**src/rtl/oq_pkg.sv**
```systemverilog
package oq_pkg;

  typedef enum logic [2:0] {
    ACT_IDLE     = 3'd0,
    ACT_CMT_HEAD = 3'd1,
    ACT_CMT_MID  = 3'd2,
    ACT_CMT_MISS = 3'd3,
    ACT_FLUSH    = 3'd4
  } q_action_e;

endpackage

```
**src/rtl/oq_locate.sv**
```systemverilog
module oq_locate #(
  parameter int DEPTH  = 8,
  parameter int SLOT_W = 3,
  localparam int PTR_W = $clog2(DEPTH),
  localparam int CNT_W = $clog2(DEPTH + 1)
) (
  input  logic [DEPTH-1:0][SLOT_W-1:0] slots,
  input  logic [CNT_W-1:0]             count,
  input  logic [SLOT_W-1:0]            key,
  output logic                         hit,
  output logic [PTR_W-1:0]             pos
);

  logic [DEPTH-1:0] occ;
  logic [DEPTH-1:0] match;

  // Occupancy thermometer: positions below count are live.
  assign occ = ~({DEPTH{1'b1}} << count);

  for (genvar g = 0; g < DEPTH; g++) begin : g_cmp
    assign match[g] = occ[g] && (slots[g] == key);
  end

  // Lowest (oldest) matching position wins.
  always_comb begin
    hit = 1'b0;
    pos = '0;
    for (int i = DEPTH - 1; i >= 0; i--) begin
      if (match[i]) begin
        hit = 1'b1;
        pos = PTR_W'(i);
      end
    end
  end

endmodule

```
**src/rtl/oq_collapse.sv**
```systemverilog
module oq_collapse #(
  parameter int DEPTH  = 8,
  parameter int SLOT_W = 3,
  parameter int UNDO_N = 8,
  localparam int PTR_W = $clog2(DEPTH),
  localparam int CNT_W = $clog2(DEPTH + 1)
) (
  input  logic [DEPTH-1:0][SLOT_W-1:0] slots,
  input  logic [DEPTH-1:0][UNDO_N-1:0] vecs,
  input  logic [CNT_W-1:0]             count,
  input  logic                         rm_en,
  input  logic [PTR_W-1:0]             rm_pos,
  input  logic                         merge_en,
  input  logic [UNDO_N-1:0]            merge_bits,
  input  logic                         app_en,
  input  logic [SLOT_W-1:0]            app_slot,
  input  logic                         trunc_en,
  input  logic [PTR_W-1:0]             trunc_pos,
  output logic [DEPTH-1:0][SLOT_W-1:0] nxt_slots,
  output logic [DEPTH-1:0][UNDO_N-1:0] nxt_vecs,
  output logic [CNT_W-1:0]             nxt_count
);

  logic [DEPTH-1:0] shift_mask;
  logic [DEPTH-1:0] merge_sel;
  logic [DEPTH-1:0] app_sel;
  logic [DEPTH-1:0] drop_mask;
  logic [CNT_W-1:0] base_cnt;

  assign base_cnt   = count - CNT_W'(rm_en);
  assign shift_mask = rm_en ? ({DEPTH{1'b1}} << rm_pos) : '0;
  assign merge_sel  = merge_en ? ((DEPTH'(1) << rm_pos) >> 1) : '0;
  assign app_sel    = app_en ? (DEPTH'(1) << base_cnt) : '0;
  assign drop_mask  = trunc_en ? ({DEPTH{1'b1}} << trunc_pos) : '0;

  always_comb begin
    if (trunc_en) begin
      nxt_count = CNT_W'(trunc_pos);
    end else begin
      nxt_count = base_cnt + CNT_W'(app_en);
    end
  end

  for (genvar g = 0; g < DEPTH; g++) begin : g_ent
    logic [SLOT_W-1:0] sh_slot;
    logic [UNDO_N-1:0] sh_vec;

    if (g < DEPTH - 1) begin : g_mid
      always_comb begin
        if (shift_mask[g]) begin
          sh_slot = slots[g+1];
          sh_vec  = vecs[g+1];
        end else begin
          sh_slot = slots[g];
          sh_vec  = vecs[g];
        end
        if (merge_sel[g]) begin
          sh_vec = sh_vec | merge_bits;
        end
      end
    end else begin : g_end
      always_comb begin
        if (shift_mask[g]) begin
          sh_slot = '0;
          sh_vec  = '0;
        end else begin
          sh_slot = slots[g];
          sh_vec  = vecs[g];
        end
      end
    end

    always_comb begin
      nxt_slots[g] = sh_slot;
      nxt_vecs[g]  = sh_vec;
      if (drop_mask[g]) begin
        nxt_slots[g] = '0;
        nxt_vecs[g]  = '0;
      end
      if (app_sel[g]) begin
        nxt_slots[g] = app_slot;
        nxt_vecs[g]  = '0;
      end
    end
  end

endmodule

```
**src/rtl/prog_order_queue.sv**
```systemverilog
module prog_order_queue
  import oq_pkg::*;
#(
  parameter int DEPTH   = 8,
  parameter int UNDO_N  = 8,
  localparam int SLOT_W = $clog2(DEPTH),
  localparam int PTR_W  = $clog2(DEPTH),
  localparam int CNT_W  = $clog2(DEPTH + 1),
  localparam int UNDO_W = $clog2(UNDO_N)
) (
  input  logic              clk,
  input  logic              rst_n,
  input  logic              disp_valid,
  output logic              disp_ready,
  input  logic [SLOT_W-1:0] disp_slot,
  input  logic              cmt_valid,
  output logic              cmt_ready,
  input  logic [SLOT_W-1:0] cmt_slot,
  input  logic              cmt_is_mem,
  input  logic              cmt_undo_wr,
  input  logic [UNDO_W-1:0] cmt_undo_idx,
  input  logic              flush_valid,
  input  logic [SLOT_W-1:0] flush_slot,
  output logic              rel_valid,
  output logic [UNDO_N-1:0] rel_mask,
  output logic              err_miss,
  output logic              full,
  output logic              empty,
  output logic [CNT_W-1:0]  count,
  output logic [SLOT_W-1:0] head_slot,
  output logic [UNDO_N-1:0] head_vec
);

  logic [DEPTH-1:0][SLOT_W-1:0] slot_q, slot_d;
  logic [DEPTH-1:0][UNDO_N-1:0] vec_q, vec_d;
  logic [CNT_W-1:0]             cnt_q, cnt_d;
  logic                         rel_valid_q, err_q;
  logic [UNDO_N-1:0]            rel_mask_q;

  logic             c_hit, f_hit;
  logic [PTR_W-1:0] c_pos, f_pos;
  logic             c_at_head;
  logic             cmt_fire, disp_fire;
  logic [UNDO_N-1:0] undo_bit;
  logic [UNDO_N-1:0] merge_bits;
  q_action_e        act;

  assign empty = (cnt_q == '0);
  assign full  = (cnt_q == CNT_W'(DEPTH));
  assign count = cnt_q;

  oq_locate #(.DEPTH(DEPTH), .SLOT_W(SLOT_W)) u_find_cmt (
    .slots (slot_q),
    .count (cnt_q),
    .key   (cmt_slot),
    .hit   (c_hit),
    .pos   (c_pos)
  );

  oq_locate #(.DEPTH(DEPTH), .SLOT_W(SLOT_W)) u_find_flush (
    .slots (slot_q),
    .count (cnt_q),
    .key   (flush_slot),
    .hit   (f_hit),
    .pos   (f_pos)
  );

  assign c_at_head  = c_hit && (c_pos == '0);
  assign disp_ready = !flush_valid && !full;
  assign cmt_ready  = !flush_valid && !(cmt_is_mem && c_hit && !c_at_head);
  assign disp_fire  = disp_valid && disp_ready;
  assign cmt_fire   = cmt_valid && cmt_ready;

  // Classify this cycle's structural action on the queue.
  always_comb begin
    act = ACT_IDLE;
    if (flush_valid && f_hit) begin
      act = ACT_FLUSH;
    end else if (cmt_fire) begin
      if (!c_hit) begin
        act = ACT_CMT_MISS;
      end else if (c_at_head) begin
        act = ACT_CMT_HEAD;
      end else begin
        act = ACT_CMT_MID;
      end
    end
  end

  assign undo_bit   = cmt_undo_wr ? (UNDO_N'(1) << cmt_undo_idx) : '0;
  assign merge_bits = vec_q[c_pos] | undo_bit;

  oq_collapse #(.DEPTH(DEPTH), .SLOT_W(SLOT_W), .UNDO_N(UNDO_N)) u_collapse (
    .slots      (slot_q),
    .vecs       (vec_q),
    .count      (cnt_q),
    .rm_en      ((act == ACT_CMT_HEAD) || (act == ACT_CMT_MID)),
    .rm_pos     (c_pos),
    .merge_en   (act == ACT_CMT_MID),
    .merge_bits (merge_bits),
    .app_en     (disp_fire),
    .app_slot   (disp_slot),
    .trunc_en   (act == ACT_FLUSH),
    .trunc_pos  (f_pos),
    .nxt_slots  (slot_d),
    .nxt_vecs   (vec_d),
    .nxt_count  (cnt_d)
  );

  always_ff @(posedge clk) begin
    if (!rst_n) begin
      slot_q      <= '0;
      vec_q       <= '0;
      cnt_q       <= '0;
      rel_valid_q <= 1'b0;
      rel_mask_q  <= '0;
      err_q       <= 1'b0;
    end else begin
      slot_q      <= slot_d;
      vec_q       <= vec_d;
      cnt_q       <= cnt_d;
      rel_valid_q <= (act == ACT_CMT_HEAD);
      rel_mask_q  <= (act == ACT_CMT_HEAD) ? vec_q[0] : '0;
      err_q       <= (act == ACT_CMT_MISS);
    end
  end

  assign rel_valid = rel_valid_q;
  assign rel_mask  = rel_mask_q;
  assign err_miss  = err_q;
  assign head_slot = empty ? '0 : slot_q[0];
  assign head_vec  = empty ? '0 : vec_q[0];

endmodule

```
**config.mk**
```make
export PLATFORM = sky130hd
export DESIGN_NAME = prog_order_queue
export DESIGN_NICKNAME = d
export VERILOG_FILES = /design/src/rtl/oq_pkg.sv /design/src/rtl/oq_locate.sv /design/src/rtl/oq_collapse.sv /design/src/rtl/prog_order_queue.sv
export SDC_FILE = /design/constraint.sdc
export NUM_CORES = 1
export LEC_CHECK = 0
export BUFFER_PORTS_ARGS = -buffer_cell sky130_fd_sc_hd__buf_2
export CAP_MARGIN = 20
export CORE_MARGIN = 4
export CORE_UTILIZATION = 43
export CTS_BUF_LIST = sky130_fd_sc_hd__clkbuf_8 sky130_fd_sc_hd__clkbuf_16
export CTS_CLUSTER_SIZE = 28
export DETAILED_ROUTE_END_ITERATION = 7
export GPL_ROUTABILITY_DRIVEN = 0
export PLACE_DENSITY_LB_ADDON = 0.15
export SKIP_CTS_REPAIR_TIMING = 1
export SYNTH_ARGS = -nofsm -noshare
export SYNTH_HDL_FRONTEND = slang
export SYNTH_SLANG_ARGS = --single-unit
```
**constraint.sdc**
```tcl
create_clock -name clk -period 7.7 [get_ports clk]
set_clock_uncertainty 0.1 [all_clocks]
set_input_delay 0.77 -clock clk [delete_from_list [all_inputs] [get_ports clk]]
set_output_delay 0.77 -clock clk [all_outputs]
set_load 0.01 [all_outputs]
```
==> flow_metrics.tcl <==
set metrics [dict create \
    clock_path_buffers 2 \
    avgSynthCellArea_um2 8.89 \
    worst_pin_slew_ns 1.03 \
    max_freq_mhz 208 \
    row_count 42 \
    io_pins 48 \
    diodes 0 \
    end_kind "flip-flop" \
    grt_pass1_vias 5242 \
    cp_data_required_time_ns 7.85 \
    synth_fp_nets 678 \
    syn_to_final_growth_pct 10.3 \
    drt_iter0_drc 593 \
    synth_warnings 0 \
    irDropWorstVdd_mv 0.0958 \
    synth_cell_types 78 \
    cp_max_fo 17 \
    die_x_um 124 \
    vias 5471 \
    ys_seq_area_share_pct 32.3 \
    cts_sinks 94 \
    min-delay-path-class "flip-flop to flip-flop" \
    setup_viol 0 \
    overflow 0 \
    synth_flop_cell "dfxtp_1" \
    clkTransAtPathRegs_ns 0.07 \
    avgRoutedWirePerCell_um 20.9 \
    rsz0062_at_grt "false" \
    core_area_um2 13200 \
    numCtsBuffers 9 \
    place.detailed.hpwl_um 13400 \
    grt_max_degree 34 \
    cts-root-buf "clkbuf_16" \
    die_area_um2 15500 \
    yosysMostFrequentCell "dfxtp_1" \
    critPathKind "flip-flop to flip-flop" \
    grt_pass1_wl_um 28800 \
    p_per_area_nw_per_um2 194 \
    die_h_um 124 \
    maxCapViolCount 0 \
    synthArstFlopShare_pct 0 \
    ys_top_cells_by_count "dfxtp_1 (94), mux2i_1 (53), nand2_1 (48), nor2_1 (40), o21ai_0 (37)" \
    grt_antenna_before_repair 0 \
    port_buffers 47 \
    vias_per_cell 6.32 \
    netlist_area_um2 5820 \
    drc 0 \
    initial_utilization_pct 44.0 \
    dr.pass1.iters 4 \
    cp-start-kind "flip-flop" \
    ys_top_cells_by_area "dfxtp_1 (32%), mux2i_1 (9.1%), xnor2_1 (5.1%), o22ai_1 (3.5%), o21ai_0 (3.2%)" \
    cts-htree-levels 3 \
    yosysTopAreaCell "dfxtp_1" \
    nets 707 \
    antenna_left 0 \
    relSlewSlack_pct 31.3 \
    clock_latency_ns 0.35 \
    routed_wl_um 18100 \
    fill_cells 1290 \
    synth_seq_cells 94 \
    tns_ns 0 \
    drive_above_1_share_pct 16.1 \
    slew_viol_final 0 \
    worstPathArrival_ns 4.96 \
    synthCells 655 \
    grt_use_total_pct 23.0 \
    power.leakage_nw 2.67 \
    cts_tree "yes" \
    synth_edf_count 0 \
    synthDominantCellAreaShare_pct 32.3 \
    fin_crit_ns 4.81 \
    min_period_over_period_pct 62.5 \
    hold_viol 0 \
    holdWs_ns 0.395 \
    status "complete, no violations" \
]
-- path summary, 6_finish.rpt --
path / startpoint / endpoint / slack (ns) / cells past startpoint
hold reg to reg: vec_q[55] / vec_q[55] / 0.39 / 2
hold / removal: vec_q[55] / vec_q[55] / 0.39 / 2
setup reg to reg: count[3] / vec_q[8] / 2.89 / 13
setup / recovery: count[3] / vec_q[8] / 2.89 / 13
-- placed cells by master, fill, tap and decap left out, drive strengths merged, types with 13 or more instances in the layout --
cell type and n:
o22ai 33, nor2 41, nor3 17, o21ai 40, mux2i 53, buf 54
and3 13, nor2b 17, xnor2 34, xor2 19, nand2 48, nand2b 13
dfxtp 94, a21oi 20
-- through the flow --
stage	setup slack [ns]	instance area, um^2	std cells	power (W)	util, %
after floorplan	3.49	5820	655	0.000742	-
after global placement	3.05	6140	849	0.000813	46.4
after detailed placement	2.81	6140	849	0.000819	46.4
after CTS	3.03	6420	865	0.00125	48.5
after global routing	2.59	6420	865	0.00130	48.5
final	2.89	6420	865	0.00125	48.5
-- area by class of cell --
type | instances | area (um^2) | area share, %
Tap cell | 176 | 220 | 3.43
Multi-Input combinational cell | 515 | 3710 | 57.8
Clock buffer | 9 | 225 | 3.51
Clock inverter | 7 | 57.6 | 0.896
Sequential cell | 94 | 1880 | 29.3
Timing Repair Buffer | 54 | 288 | 4.48
Inverter | 10 | 37.5 | 0.584
-- flip-flops by register name (all words and copies together), names as in the netlist --
| signal | count |
|---|---|
| count | 4 |
| err_miss | 1 |
| rel_mask | 8 |
| rel_valid | 1 |
| slot_q | 24 |
| vec_q | 56 |
-- metal layers --
| metal | share of wire [%] | vias to the layer above | global-route usage (%) |
|---|---|---|---|
| li1 | - | 2540 | - |
| met1 | 45 | 2647 | 32.1 |
| met4 | 2.6 | 0 | 8.51 |
| met3 | 7.9 | 34 | 4.89 |
| met2 | 44 | 250 | 34.9 |
| met5 | 0 | - | 0 |
-- worst max-delay path, stage by stage, from the launching register on --
cell      delay [ns]
dfxtp_1         0.73
nor4_2          0.11
buf_4           0.22
nor4_2          0.65
nand2_1         0.31
nand2b_1        0.25
ha_1            0.22
ha_1            0.27
nor2_1          0.06
a21oi_1         0.33
nor3_1          0.18
a21oi_1         0.50
nand4_1         0.41
o32ai_1         0.36
-- report_power, final --
group	internal (W)	switching [W]	leakage, nW
clock	0.000223	0.000209	0.139
sequential	0.000505	0.0000397	0.759
combinational	0.000101	0.000168	1.77
total	0.000830	0.000417	2.67
-- cells by family (layout without fill, tap and decap cells) --
| family | after synthesis | after routing | synth area share [%] |
|---|---|---|---|
| xor+xnor | 53 | 53 | 7.97 |
| flops | 94 | 94 | 32.3 |
| compound gates | 189 | 189 | 24.8 |
| buf+inv | 46 | 80 | 3.91 |
| simple gates | 210 | 210 | 19.9 |
| fa+ha+maj | 4 | 4 | 0.860 |
| mux | 59 | 59 | 10.3 |
(Power assumes the default switching activity.)
